### src/rtl/flash_seq_pkg.sv
package flash_seq_pkg;

  typedef enum logic [1:0] {
    OP_PROG = 2'd0,
    OP_SECT = 2'd1,
    OP_CHIP = 2'd2,
    OP_ID   = 2'd3
  } op_t;

  typedef enum logic [1:0] {
    AS_UNLOCK1 = 2'd0,
    AS_UNLOCK2 = 2'd1,
    AS_TARGET  = 2'd2
  } addr_sel_t;

  // strobes from control to datapath
  typedef struct packed {
    logic      start;
    logic      isWrite;
    addr_sel_t addrSel;
    logic      usePayload;
    logic [7:0] cmdByte;
    logic      latchReq;
  } bus_cmd_t;

  typedef struct packed {
    addr_sel_t  a;
    logic       p;
    logic [7:0] c;
    logic       last;
  } step_t;

  localparam logic [1:0] ST_OK      = 2'd0;
  localparam logic [1:0] ST_DEVFAIL = 2'd1;
  localparam logic [1:0] ST_WDOG    = 2'd2;

  // command-write step table, indexed by position in the sequence
  function automatic step_t seqStep(op_t op, logic [2:0] idx);
    step_t s;
    s = '{a: AS_UNLOCK1, p: 1'b0, c: 8'hAA, last: 1'b0};
    case (idx)
      3'd0: ;
      3'd1: begin s.a = AS_UNLOCK2; s.c = 8'h55; end
      3'd2: begin
        s.c    = (op == OP_PROG) ? 8'hA0 : (op == OP_ID) ? 8'h90 : 8'h80;
        s.last = (op == OP_ID);
      end
      3'd3: if (op == OP_PROG) begin
        s.a = AS_TARGET; s.p = 1'b1; s.c = 8'h00; s.last = 1'b1;
      end
      3'd4: begin s.a = AS_UNLOCK2; s.c = 8'h55; end
      default: begin
        if (op == OP_CHIP) s.c = 8'h10;
        else begin s.a = AS_TARGET; s.c = 8'h30; end
        s.last = 1'b1;
      end
    endcase
    return s;
  endfunction

endpackage

### src/rtl/flash_seq_dp.sv
module flash_seq_dp
  import flash_seq_pkg::*;
#(
  parameter int ADDR_W  = 18,
  parameter int T_SETUP = 1,
  parameter int T_PULSE = 3,
  parameter int T_HOLD  = 1
) (
  input  logic              clk,
  input  logic              rstN,
  input  bus_cmd_t          cmd,
  input  logic [ADDR_W-1:0] reqAddr,
  input  logic [7:0]        reqData,
  output logic              busIdle,
  output logic              busDone,
  output logic [7:0]        rdData,
  output logic              payloadBit7,
  output logic [ADDR_W-1:0] flashAddr,
  output logic [7:0]        flashDqOut,
  output logic              flashDqOe,
  input  logic [7:0]        flashDqIn,
  output logic              flashCeN,
  output logic              flashWeN,
  output logic              flashOeN
);

  localparam int MAX_T = (T_SETUP > T_PULSE) ? ((T_SETUP > T_HOLD) ? T_SETUP : T_HOLD)
                                             : ((T_PULSE > T_HOLD) ? T_PULSE : T_HOLD);
  localparam int CW = $clog2(MAX_T + 1) + 1;
  localparam logic [ADDR_W-1:0] ADDR_U1 = ADDR_W'(12'h555);
  localparam logic [ADDR_W-1:0] ADDR_U2 = ADDR_W'(12'h2AA);

  typedef enum logic [2:0] {P_IDLE, P_SETUP, P_ACT, P_HOLD, P_GAP} phase_t;

  phase_t            phase;
  logic [CW-1:0]     cnt;
  logic              isWr;
  logic [ADDR_W-1:0] busAddr;
  logic [ADDR_W-1:0] tgtAddr;
  logic [7:0]        payload;
  logic [7:0]        dOut;
  logic [ADDR_W-1:0] nextAddr;

  always_comb begin
    case (cmd.addrSel)
      AS_UNLOCK1: nextAddr = ADDR_U1;
      AS_UNLOCK2: nextAddr = ADDR_U2;
      default:    nextAddr = tgtAddr;
    endcase
  end

  always_ff @(posedge clk or negedge rstN) begin
    if (!rstN) begin
      phase   <= P_IDLE;
      cnt     <= '0;
      isWr    <= 1'b0;
      busAddr <= '0;
      tgtAddr <= '0;
      payload <= '0;
      dOut    <= '0;
      rdData  <= '0;
    end else begin
      if (cmd.latchReq) begin
        tgtAddr <= reqAddr;
        payload <= reqData;
      end
      case (phase)
        P_IDLE: if (cmd.start) begin
          phase   <= P_SETUP;
          cnt     <= CW'(T_SETUP - 1);
          isWr    <= cmd.isWrite;
          busAddr <= nextAddr;
          dOut    <= cmd.usePayload ? payload : cmd.cmdByte;
        end
        P_SETUP: if (cnt == '0) begin
          phase <= P_ACT;
          cnt   <= CW'(T_PULSE - 1);
        end else cnt <= cnt - 1'b1;
        P_ACT: if (cnt == '0) begin
          phase <= P_HOLD;
          cnt   <= CW'(T_HOLD - 1);
          if (!isWr) rdData <= flashDqIn;
        end else cnt <= cnt - 1'b1;
        P_HOLD: if (cnt == '0) phase <= P_GAP;
                else cnt <= cnt - 1'b1;
        default: phase <= P_IDLE;
      endcase
    end
  end

  assign busIdle     = (phase == P_IDLE);
  assign busDone     = (phase == P_GAP);
  assign payloadBit7 = payload[7];
  assign flashAddr   = busAddr;
  assign flashDqOut  = dOut;
  assign flashCeN    = (phase == P_IDLE) || (phase == P_GAP);
  assign flashWeN    = !((phase == P_ACT) && isWr);
  assign flashOeN    = !((phase == P_ACT) && !isWr);
  assign flashDqOe   = isWr && (phase inside {P_SETUP, P_ACT, P_HOLD});

  assert_no_strobe_overlap_R5: assert property (@(posedge clk) disable iff (!rstN)
    !(!flashWeN && !flashOeN));
  assert_we_inside_ce_R5: assert property (@(posedge clk) disable iff (!rstN)
    !flashWeN |-> !flashCeN);
  assert_addr_stable_R5: assert property (@(posedge clk) disable iff (!rstN)
    (!flashWeN && $past(!flashWeN)) |-> ($stable(flashAddr) && $stable(flashDqOut)));
  assert_start_when_idle_R5: assert property (@(posedge clk) disable iff (!rstN)
    cmd.start |-> busIdle);

endmodule

### src/rtl/flash_seq_ctrl.sv
module flash_seq_ctrl
  import flash_seq_pkg::*;
#(
  parameter int WD_LIMIT = 100000
) (
  input  logic       clk,
  input  logic       rstN,
  input  logic       reqValid,
  input  logic [1:0] reqOp,
  output logic       reqReady,
  output logic       doneValid,
  output logic [1:0] doneStatus,
  output logic [7:0] idData,
  output bus_cmd_t   cmd,
  input  logic       busIdle,
  input  logic       busDone,
  input  logic [7:0] rdData,
  input  logic       payloadBit7
);

  localparam int PW = $clog2(WD_LIMIT + 1);

  typedef enum logic [2:0] {S_IDLE, S_WR, S_WRW, S_RD, S_RDW, S_RST, S_RSTW, S_DONE} state_t;

  state_t        state;
  op_t           op;
  logic [2:0]    stepIdx;
  logic          havePrev;
  logic          prevDq6;
  logic          dq5Seen;
  logic [PW-1:0] pollCnt;
  logic [1:0]    status;
  logic [7:0]    idReg;
  step_t         step;
  logic          expBit;
  logic          complete;

  assign step     = seqStep(op, stepIdx);
  assign expBit   = (op == OP_PROG) ? payloadBit7 : 1'b1;
  assign complete = (rdData[7] == expBit) || (havePrev && (rdData[6] == prevDq6));

  always_comb begin
    cmd = '0;
    case (state)
      S_IDLE: cmd.latchReq = reqValid;
      S_WR: begin
        cmd.start      = 1'b1;
        cmd.isWrite    = 1'b1;
        cmd.addrSel    = step.a;
        cmd.usePayload = step.p;
        cmd.cmdByte    = step.c;
      end
      S_RD: begin
        cmd.start   = 1'b1;
        cmd.addrSel = AS_TARGET;
      end
      S_RST: begin
        cmd.start   = 1'b1;
        cmd.isWrite = 1'b1;
        cmd.addrSel = AS_UNLOCK1;
        cmd.cmdByte = 8'hF0;
      end
      default: ;
    endcase
  end

  always_ff @(posedge clk or negedge rstN) begin
    if (!rstN) begin
      state    <= S_IDLE;
      op       <= OP_PROG;
      stepIdx  <= '0;
      havePrev <= 1'b0;
      prevDq6  <= 1'b0;
      dq5Seen  <= 1'b0;
      pollCnt  <= '0;
      status   <= ST_OK;
      idReg    <= '0;
    end else begin
      case (state)
        S_IDLE: if (reqValid) begin
          op       <= op_t'(reqOp);
          stepIdx  <= '0;
          havePrev <= 1'b0;
          dq5Seen  <= 1'b0;
          pollCnt  <= '0;
          state    <= S_WR;
        end
        S_WR:  state <= S_WRW;
        S_WRW: if (busDone) begin
          if (step.last) state <= S_RD;
          else begin
            stepIdx <= stepIdx + 1'b1;
            state   <= S_WR;
          end
        end
        S_RD:  state <= S_RDW;
        S_RDW: if (busDone) begin
          if (op == OP_ID) begin
            idReg  <= rdData;
            status <= ST_OK;
            state  <= S_RST;
          end else if (complete) begin
            status <= ST_OK;
            state  <= S_DONE;
          end else if (dq5Seen) begin
            status <= ST_DEVFAIL;
            state  <= S_RST;
          end else if (pollCnt == PW'(WD_LIMIT - 1)) begin
            status <= ST_WDOG;
            state  <= S_RST;
          end else begin
            dq5Seen  <= rdData[5];
            havePrev <= 1'b1;
            prevDq6  <= rdData[6];
            pollCnt  <= pollCnt + 1'b1;
            state    <= S_RD;
          end
        end
        S_RST:  state <= S_RSTW;
        S_RSTW: if (busDone) state <= S_DONE;
        default: state <= S_IDLE;
      endcase
    end
  end

  assign reqReady   = (state == S_IDLE);
  assign doneValid  = (state == S_DONE);
  assign doneStatus = status;
  assign idData     = idReg;

  assert_done_pulse_R12: assert property (@(posedge clk) disable iff (!rstN)
    doneValid |=> !doneValid);
  assert_status_legal_R12: assert property (@(posedge clk) disable iff (!rstN)
    doneValid |-> (doneStatus != 2'd3));
  assert_accept_drops_ready_R11: assert property (@(posedge clk) disable iff (!rstN)
    (reqReady && reqValid) |=> !reqReady);
  assert_poll_bound_R9: assert property (@(posedge clk) disable iff (!rstN)
    pollCnt < PW'(WD_LIMIT));
  assert_issue_on_idle_bus_R5: assert property (@(posedge clk) disable iff (!rstN)
    (state inside {S_WR, S_RD, S_RST}) |-> busIdle);

endmodule

### src/rtl/flash_cmd_seq.sv
module flash_cmd_seq
  import flash_seq_pkg::*;
#(
  parameter int ADDR_W   = 18,
  parameter int T_SETUP  = 1,
  parameter int T_PULSE  = 3,
  parameter int T_HOLD   = 1,
  parameter int WD_LIMIT = 100000
) (
  input  logic              clk,
  input  logic              rstN,
  input  logic              reqValid,
  input  logic [1:0]        reqOp,
  input  logic [ADDR_W-1:0] reqAddr,
  input  logic [7:0]        reqData,
  output logic              reqReady,
  output logic              doneValid,
  output logic [1:0]        doneStatus,
  output logic [7:0]        idData,
  output logic [ADDR_W-1:0] flashAddr,
  output logic [7:0]        flashDqOut,
  output logic              flashDqOe,
  input  logic [7:0]        flashDqIn,
  output logic              flashCeN,
  output logic              flashWeN,
  output logic              flashOeN
);

  bus_cmd_t   cmd;
  logic       busIdle;
  logic       busDone;
  logic [7:0] rdData;
  logic       payloadBit7;

  flash_seq_ctrl #(.WD_LIMIT(WD_LIMIT)) ctrl (
    .clk(clk), .rstN(rstN), .reqValid(reqValid), .reqOp(reqOp),
    .reqReady(reqReady), .doneValid(doneValid), .doneStatus(doneStatus),
    .idData(idData), .cmd(cmd), .busIdle(busIdle), .busDone(busDone),
    .rdData(rdData), .payloadBit7(payloadBit7)
  );

  flash_seq_dp #(.ADDR_W(ADDR_W), .T_SETUP(T_SETUP), .T_PULSE(T_PULSE), .T_HOLD(T_HOLD)) dp (
    .clk(clk), .rstN(rstN), .cmd(cmd), .reqAddr(reqAddr), .reqData(reqData),
    .busIdle(busIdle), .busDone(busDone), .rdData(rdData), .payloadBit7(payloadBit7),
    .flashAddr(flashAddr), .flashDqOut(flashDqOut), .flashDqOe(flashDqOe),
    .flashDqIn(flashDqIn), .flashCeN(flashCeN), .flashWeN(flashWeN), .flashOeN(flashOeN)
  );

endmodule

### config.mk
export PLATFORM = sky130hd
export DESIGN_NAME = flash_cmd_seq
export DESIGN_NICKNAME = d
export VERILOG_FILES = /design/src/rtl/flash_seq_pkg.sv /design/src/rtl/flash_seq_dp.sv /design/src/rtl/flash_seq_ctrl.sv /design/src/rtl/flash_cmd_seq.sv
export SDC_FILE = /design/constraint.sdc
export NUM_CORES = 1
export LEC_CHECK = 0
export BUFFER_PORTS_ARGS = -buffer_cell sky130_fd_sc_hd__buf_4
export CELL_PAD_IN_SITES_DETAIL_PLACEMENT = 0
export CELL_PAD_IN_SITES_GLOBAL_PLACEMENT = 1
export CORE_UTILIZATION = 45
export DETAILED_ROUTE_END_ITERATION = 10
export GPL_ROUTABILITY_DRIVEN = 0
export PLACE_DENSITY_LB_ADDON = 0.1
export SYNTH_ARGS = -nofsm -noshare
export SYNTH_HDL_FRONTEND = slang
export SYNTH_HIERARCHICAL = 1
export SYNTH_SLANG_ARGS = --single-unit
### constraint.sdc
create_clock -name clk -period 2.83 [get_ports clk]
set_input_delay 0.283 -clock clk [delete_from_list [all_inputs] [get_ports clk]]
set_output_delay 0.283 -clock clk [all_outputs]
set_load 0.01 [all_outputs]
==> results of run 1 <==
==> layout make-up <==
cell class / count / area [µm²]
Clock buffer: 11 / 253
Fill cell: 1016 / 5120
Tap cell: 143 / 179
Clock inverter: 5 / 62.6
Inverter: 20 / 75.1
Sequential cell: 105 / 2630
Multi-Input combinational cell: 332 / 2330
Timing Repair Buffer: 94 / 721
==> critical path: cells and delay by family (launching register included) <==
kind,cells,cell delay [ps]
simple gates,4,1070
flops,1,490
compound gates,2,780
==> registers in the layout, indices dropped and copies added (netlist names) <==
| name | cells |
|---|---|
| dp/isWr | 1 |
| ctrl/doneStatus | 2 |
| ctrl/state | 3 |
| dp/tgtAddr | 18 |
| ctrl/dq5Seen | 1 |
| ctrl/prevDq6 | 1 |
| dp/cnt | 3 |
| dp/flashAddr | 18 |
| dp/payload | 8 |
| ctrl/havePrev | 1 |
| dp/flashDqOut | 8 |
| ctrl/op | 2 |
| dp/rdData | 8 |
| ctrl/pollCnt | 17 |
| dp/phase | 3 |
| ctrl/stepIdx | 3 |
| ctrl/idData | 8 |
==> path summary, 6_finish.rpt <==
kind                                     to  slack (ps)  depth (start not counted)
max                         ctrl/pollCnt[7]         350                          6
min                          dp/tgtAddr[14]         160                          2
max reg2reg                 ctrl/pollCnt[7]         350                          6
min reg2reg                dp/flashAddr[12]         480                          2
max in group asynchronous    ctrl/idData[5]        1630                          3
min in group asynchronous   ctrl/pollCnt[8]         510                          2
==> metrics by stage <==
| step | setup WS [ps] | std cells | area (µm²) |
|---|---|---|---|
| 5_1_grt | 73.5 | 710 | 6250 |
| 3_3_place_gp | 458 | 693 | 5920 |
| 6_report | 352 | 710 | 6250 |
| 4_1_cts | 335 | 710 | 6250 |
| 3_5_place_dp | 337 | 693 | 5920 |
| 2_1_floorplan | 546 | 486 | 5230 |
==> cells in the final DEF (no fill, tap or decap), types with 2 or more instances in the layout <==
| master | instances |
|---|---|
| sky130_fd_sc_hd__o21ai_1 | 2 |
| sky130_fd_sc_hd__buf_4 | 92 |
| sky130_fd_sc_hd__nor3_1 | 8 |
| sky130_fd_sc_hd__inv_1 | 20 |
| sky130_fd_sc_hd__nor4bb_1 | 2 |
| sky130_fd_sc_hd__nand4_1 | 8 |
| sky130_fd_sc_hd__a21oi_1 | 22 |
| sky130_fd_sc_hd__clkbuf_8 | 2 |
| sky130_fd_sc_hd__nand2b_1 | 3 |
| sky130_fd_sc_hd__nor3b_2 | 2 |
| sky130_fd_sc_hd__nor3b_1 | 2 |
| sky130_fd_sc_hd__o221ai_2 | 2 |
| sky130_fd_sc_hd__o21ai_2 | 2 |
| sky130_fd_sc_hd__mux2_4 | 8 |
| sky130_fd_sc_hd__and3_1 | 2 |
| sky130_fd_sc_hd__xnor2_1 | 2 |
| sky130_fd_sc_hd__a211oi_1 | 2 |
| sky130_fd_sc_hd__nor2b_1 | 4 |
| sky130_fd_sc_hd__a21boi_0 | 2 |
| sky130_fd_sc_hd__o221ai_1 | 5 |
| sky130_fd_sc_hd__nand2_1 | 55 |
| sky130_fd_sc_hd__o211ai_1 | 5 |
| sky130_fd_sc_hd__clkbuf_16 | 9 |
| sky130_fd_sc_hd__nor2_2 | 2 |
| sky130_fd_sc_hd__o311ai_0 | 2 |
| sky130_fd_sc_hd__nor4b_1 | 3 |
| sky130_fd_sc_hd__a31oi_1 | 13 |
| sky130_fd_sc_hd__ha_1 | 8 |
| sky130_fd_sc_hd__mux2_2 | 39 |
| sky130_fd_sc_hd__o21ai_0 | 31 |
| sky130_fd_sc_hd__nor4_1 | 2 |
| sky130_fd_sc_hd__mux2i_1 | 13 |
| sky130_fd_sc_hd__dfrtp_1 | 105 |
| sky130_fd_sc_hd__nand3_1 | 22 |
| sky130_fd_sc_hd__nor2_1 | 23 |
| sky130_fd_sc_hd__or3_1 | 3 |
| sky130_fd_sc_hd__and2_1 | 3 |
| sky130_fd_sc_hd__nand3b_1 | 4 |
==> power groups by stage <==
| stage | clock [mW] | sequential (mW) | combinational, mW |
|---|---|---|---|
| floorplan | 0 | 2.35 | 1.46 |
| global placement | 0 | 2.47 | 1.95 |
| detailed placement | 0 | 2.48 | 1.98 |
| CTS | 1.35 | 2.45 | 1.99 |
| global route | 1.41 | 2.54 | 2.18 |
| finish | 1.30 | 2.45 | 1.96 |
==> layer usage <==
metal / part of all wire (%) / global-route usage [%] / vias up
li1: - / - / 1890
met1: 45 / 27.5 / 1911
met2: 49 / 32.6 / 90
met3: 5.2 / 6.28 / 13
met4: 1.3 / 6.57 / 0
met5: 0 / 0 / -
==> what timing repair did <==
item / 4_1_cts / 5_1_grt
hold endpoints to repair: 33 / 0
resized for setup: 0 / 0
hold buffers: 1 / 0
buffers inserted: 0 / 0
==> out/qor.txt, run 1 <==
LEAKAGE - 2.82 nW
Nets@finish - 609
Post-layout power - 5.72 mW
Clk network pwr share - 22.8%
Largest incremental delay on the critical path - 490 ps
Worst slew pin tran - 684 ps
Peak VDD IR - 0.452 mV
Top-level port count - 81
Flop pwr share - 42.9%
Highest clock frequency the design can meet - 403 MHz
Post-detailed-route via-to-cell ratio - 5.50
Core area - 0.0114 mm²
Area growth from synthesis to final layout - 19.4%
Pwr/cell area - 915 mW/mm²
TritonCTS clock tree - done
Total of warnings raised by yosys - 6
Die footprint - 0.0121 mm²
Antenna violations before repair - 0
Crit Reg-Reg Startpoint - dp/phase[0]
Finish-stage setup viols - 0
Post-Synthesis Mean Instance Area - 10.8 µm²
Max Root-Sink Buffers - 2
Share of post-route cells with drive strength above 1 - 31.0%
Nature of the critical path startpoint - flop
Initial drt markers - 170
Via count of the routed design - 3,904
Kind of path behind the tightest hold check - in2reg
Cell Rows - 39
Overall routing resource usage - 20.8%
Maximum fanout encountered on the critical timing path - 20
Status - completed
Hold Slack - 156 ps
Clock period minus final worst setup slack - 2480 ps
Utilization of the core after routing - 55.0%
Largest clock skew in the final design - 4.64 ps
Global-route wire length before repair - 19.1 mm
Unrepaired setup endpoints after global routing - false
Total detailed-routing wirelength - 11.6 mm
Design internal power - 3.75 mW
Switching share of total power - 34.3%
WS Path Type - reg2reg
Reported max-cap violation count - 0
Worst setup path startpoint - dp/phase[0]
Rel. slew slack - 54.4%
Count of antenna diodes in the layout - 0
Cell breakdown of the critical path - nor2_1, and2_1, and2_1, o211a_4, nand2_2, o311ai_0
Startpoint of the lowest-slack hold path - reqAddr[14]
Combinational cell fraction of total power - 34.4%
CP Data Required Time - 3050 ps
Initial standard-cell utilization of the core - 46.0%
Cell seen most often among critical-path stages - sky130_fd_sc_hd__and2_1
Post-Synthesis Net Count - 533
Share of the cycle needed by the critical path after routing - 87.6%
Net switching power of the design - 1.96 mW
Hold Vio Cnt, Final - 0
Number of iterations in the first detailed-routing pass - 5
Average wire length per cell after detail routing - 16.4 µm
Congestion Overflow GR - 0
Largest net degree at the start of global routing - 53
Cells after Synth - 486
Final HPWL from detailed placement - 8.17 mm
Number of global-route vias before repair - 3,811
Worst-path clk slew - 70 ps
Buffers on Ports - 80
Clock Tree Root - sky130_fd_sc_hd__clkbuf_16
Total DRC errors in the routed layout - 0
Worst-skew pair later-pin latency - 350 ps
Height of the die - 110 µm
Final setup TNS - 0 ps
Critical-path cell with the highest stage delay - sky130_fd_sc_hd__dfrtp_1
Arr. time, crit path - 2700 ps
CTS H-Tree Depth - 3
Num CTS Buffers - 9
Pins Over Slew Limit - 0
Post-Synthesis Cell Area - 0.00523 mm²
Overall die width - 110 µm
Antenna violation net count after detailed routing - 0
Count of clock tree sinks - 105
Kind of capture point of the worst setup path - flop
(Power assumes the default switching activity.)
==> inputs of run 2 (changes only) <==
--- a/config.mk
+++ b/config.mk
@@ -8,10 +8,11 @@
 export BUFFER_PORTS_ARGS = -buffer_cell sky130_fd_sc_hd__buf_4
 export CELL_PAD_IN_SITES_DETAIL_PLACEMENT = 0
 export CELL_PAD_IN_SITES_GLOBAL_PLACEMENT = 1
-export CORE_UTILIZATION = 45
+export CORE_UTILIZATION = 48
 export DETAILED_ROUTE_END_ITERATION = 10
 export GPL_ROUTABILITY_DRIVEN = 0
 export PLACE_DENSITY_LB_ADDON = 0.1
+export SETUP_SLACK_MARGIN = 0.02
 export SYNTH_ARGS = -nofsm -noshare
 export SYNTH_HDL_FRONTEND = slang
 export SYNTH_HIERARCHICAL = 1
==> constraint.sdc (replaced) <==
create_clock -name clk -period 2.9 [get_ports clk]
set_input_delay 0.29 -clock clk [delete_from_list [all_inputs] [get_ports clk]]
set_output_delay 0.29 -clock clk [all_outputs]
set_load 0.01 [all_outputs]
==> out/qor.txt, run 2 (synthesized netlist as in run 1, its figures left out) <==
Area of the multi-input gates - 0.00235 mm²
Most frequent standard cell in the layout excluding fill and tap cells - sky130_fd_sc_hd__dfrtp_1
Unrepaired setup endpoints after global routing - false
Worst setup margin - 261 ps
Net switching power of the design - 1.96 mW
Congestion Overflow GR - 0
Kind of path behind the tightest hold check - in2async
Worst slew pin tran - 958 ps
TritonCTS clock tree - done
Clock Tree Root - sky130_fd_sc_hd__clkbuf_8
Nets@finish - 606
Overall routing resource usage - 21.4%
LEAKAGE - 2.74 nW
Initial standard-cell utilization of the core - 50.0%
FF+latch area - 0.00263 mm²
Arr. time, crit path - 2940 ps
Buffers on Ports - 80
Global-route wire length before repair - 18.8 mm
Die footprint - 0.0113 mm²
Top-level port count - 81
Layout fillers - 967
Count of antenna diodes in the layout - 0
Post-layout power - 5.23 mW
Count of clock tree sinks - 105
Clk network pwr share - 16.9%
Average wire length per cell after detail routing - 16.4 µm
Max Root-Sink Buffers - 2
Largest clock skew in the final design - 17.7 ps
Worst Reg2Reg Path Length in Cells - 10
Clock period minus final worst setup slack - 2640 ps
Total detailed-routing wirelength - 11.5 mm
Utilization of the core after routing - 58.2%
Pre-CTS WS - -174 ps
Commonest cells after routing, fill and taps aside - sky130_fd_sc_hd__dfrtp_1 (105), sky130_fd_sc_hd__buf_4 (90), sky130_fd_sc_hd__nand2_1 (55)
Cell Rows - 37
Worst-path clk slew - 100 ps
Via count of the routed design - 3,906
Peak VDD IR - 0.578 mV
Pwr/cell area - 859 mW/mm²
Area growth from synthesis to final layout - 16.4%
Design internal power - 3.27 mW
Height of the die - 106 µm
Switching share of total power - 37.4%
Finish-stage setup viols - 0
CTS H-Tree Depth - 3
Antenna violation net count after detailed routing - 0
Total DRC errors in the routed layout - 0
Post-detailed-route via-to-cell ratio - 5.58
Initial drt markers - 193
Maximum fanout encountered on the critical timing path - 10
Largest net degree at the start of global routing - 76
Status - completed
Worst-skew pair later-pin latency - 390 ps
Combinational cell fraction of total power - 36.9%
CTS hold repair buffers - 0
Overall die width - 106 µm
Num CTS Buffers - 9
Core area - 0.0105 mm²
Flop-to-flop setup slack - 260 ps
Reported max-cap violation count - 0
CP Data Required Time - 3200 ps
Number of iterations in the first detailed-routing pass - 5
Rel. slew slack - 36.1%
Post-CTS repair timing setup buffer count - 0
Number of global-route vias before repair - 3,804
Antenna violations before repair - 0
Flop pwr share - 46.2%
WS Path Type - reg2reg
Final HPWL from detailed placement - 7.84 mm
Hold Slack - 17.7 ps
Highest clock frequency the design can meet - 379 MHz
Hold Vio Cnt, Final - 0
Share of the cycle needed by the critical path after routing - 91.0%
Pins Over Slew Limit - 0
Share of post-route cells with drive strength above 1 - 30.9%
Nature of the critical path startpoint - flop
Kind of capture point of the worst setup path - flop
run 2: changes by cell type in the layout (fill, tap and decap cells not counted), sizes merged:
cell,previous run,this run
buf,93,90
clkbuf,11,10
nor3b,4,5
dlygate4sd3,1,0
bufinv,1,0
inv,21,23
run 2: timing repair:
item | 4_1_cts | 5_1_grt
cloned | 0 | 1
setup endpoints to repair | 11 | 11
resized for setup | 1 | 1
pin swaps | 0 | 1
run 2: final timing paths:
check                                 start                to
hold reg to reg            dp/flashDqOut[2]  dp/flashDqOut[2]
min in group clk                 reqAddr[9]     dp/tgtAddr[9]
max in group asynchronous              rstN         dp/cnt[2]
setup / recovery            ctrl/stepIdx[0]   dp/flashAddr[7]
hold / removal                         rstN  ctrl/pollCnt[10]
setup reg to reg            ctrl/stepIdx[0]   dp/flashAddr[7]
run 2: cell type report:
class | count | share of cell area [%]
clock buffers | 10 | 2.10
clock inverters | 6 | 1.01
inverters | 20 | 1.23
multi-input cells | 333 | 38.6
flip-flops and latches | 105 | 43.1
well taps | 136 | 2.79
repair buffers | 90 | 11.1
run 2: critical path: stages (launching register included):
cell and delay (ps):
sky130_fd_sc_hd__dfrtp_1 460, sky130_fd_sc_hd__inv_1 140, sky130_fd_sc_hd__ha_1 220, sky130_fd_sc_hd__nor2b_1 60
sky130_fd_sc_hd__o21ai_0 400, sky130_fd_sc_hd__o21ai_0 210, sky130_fd_sc_hd__a21oi_2 310, sky130_fd_sc_hd__nor3b_4 140
sky130_fd_sc_hd__nor2b_1 340, sky130_fd_sc_hd__a21oi_1 70, sky130_fd_sc_hd__o21ai_0 190
run 2: layer usage:
| metal | wire (µm) | share of wire, % | vias to the layer above | GRT usage, % |
|---|---|---|---|---|
| met3 | 405 | 3.5 | 17 | 5.21 |
| met5 | 0 | 0 | - | 0 |
| met2 | 5520 | 48 | 82 | 33.4 |
| li1 | - | - | 1889 | - |
| met4 | 206 | 1.8 | 0 | 8.51 |
| met1 | 5330 | 47 | 1918 | 28.7 |
run 2: metrics by stage:
| stage | area (µm²) | cells | setup TNS [ps] |
|---|---|---|---|
| 2_1_floorplan | 5230 | 486 | 0 |
| 5_1_grt | 6090 | 700 | 0 |
| 3_5_place_dp | 5880 | 683 | -1640 |
| 6_report | 6090 | 700 | 0 |
| 3_3_place_gp | 5880 | 683 | -21.7 |
| 4_1_cts | 6070 | 699 | 0 |
run 2: power groups by stage:
stage | logic (mW) | registers [mW] | clock network, mW
4_1_cts | 1.92 | 2.41 | 0.924
3_3_place_gp | 1.86 | 2.43 | 0
2_1_floorplan | 1.42 | 2.30 | 0
5_1_grt | 2.14 | 2.49 | 0.971
3_5_place_dp | 1.91 | 2.44 | 0
6_report | 1.93 | 2.42 | 0.883
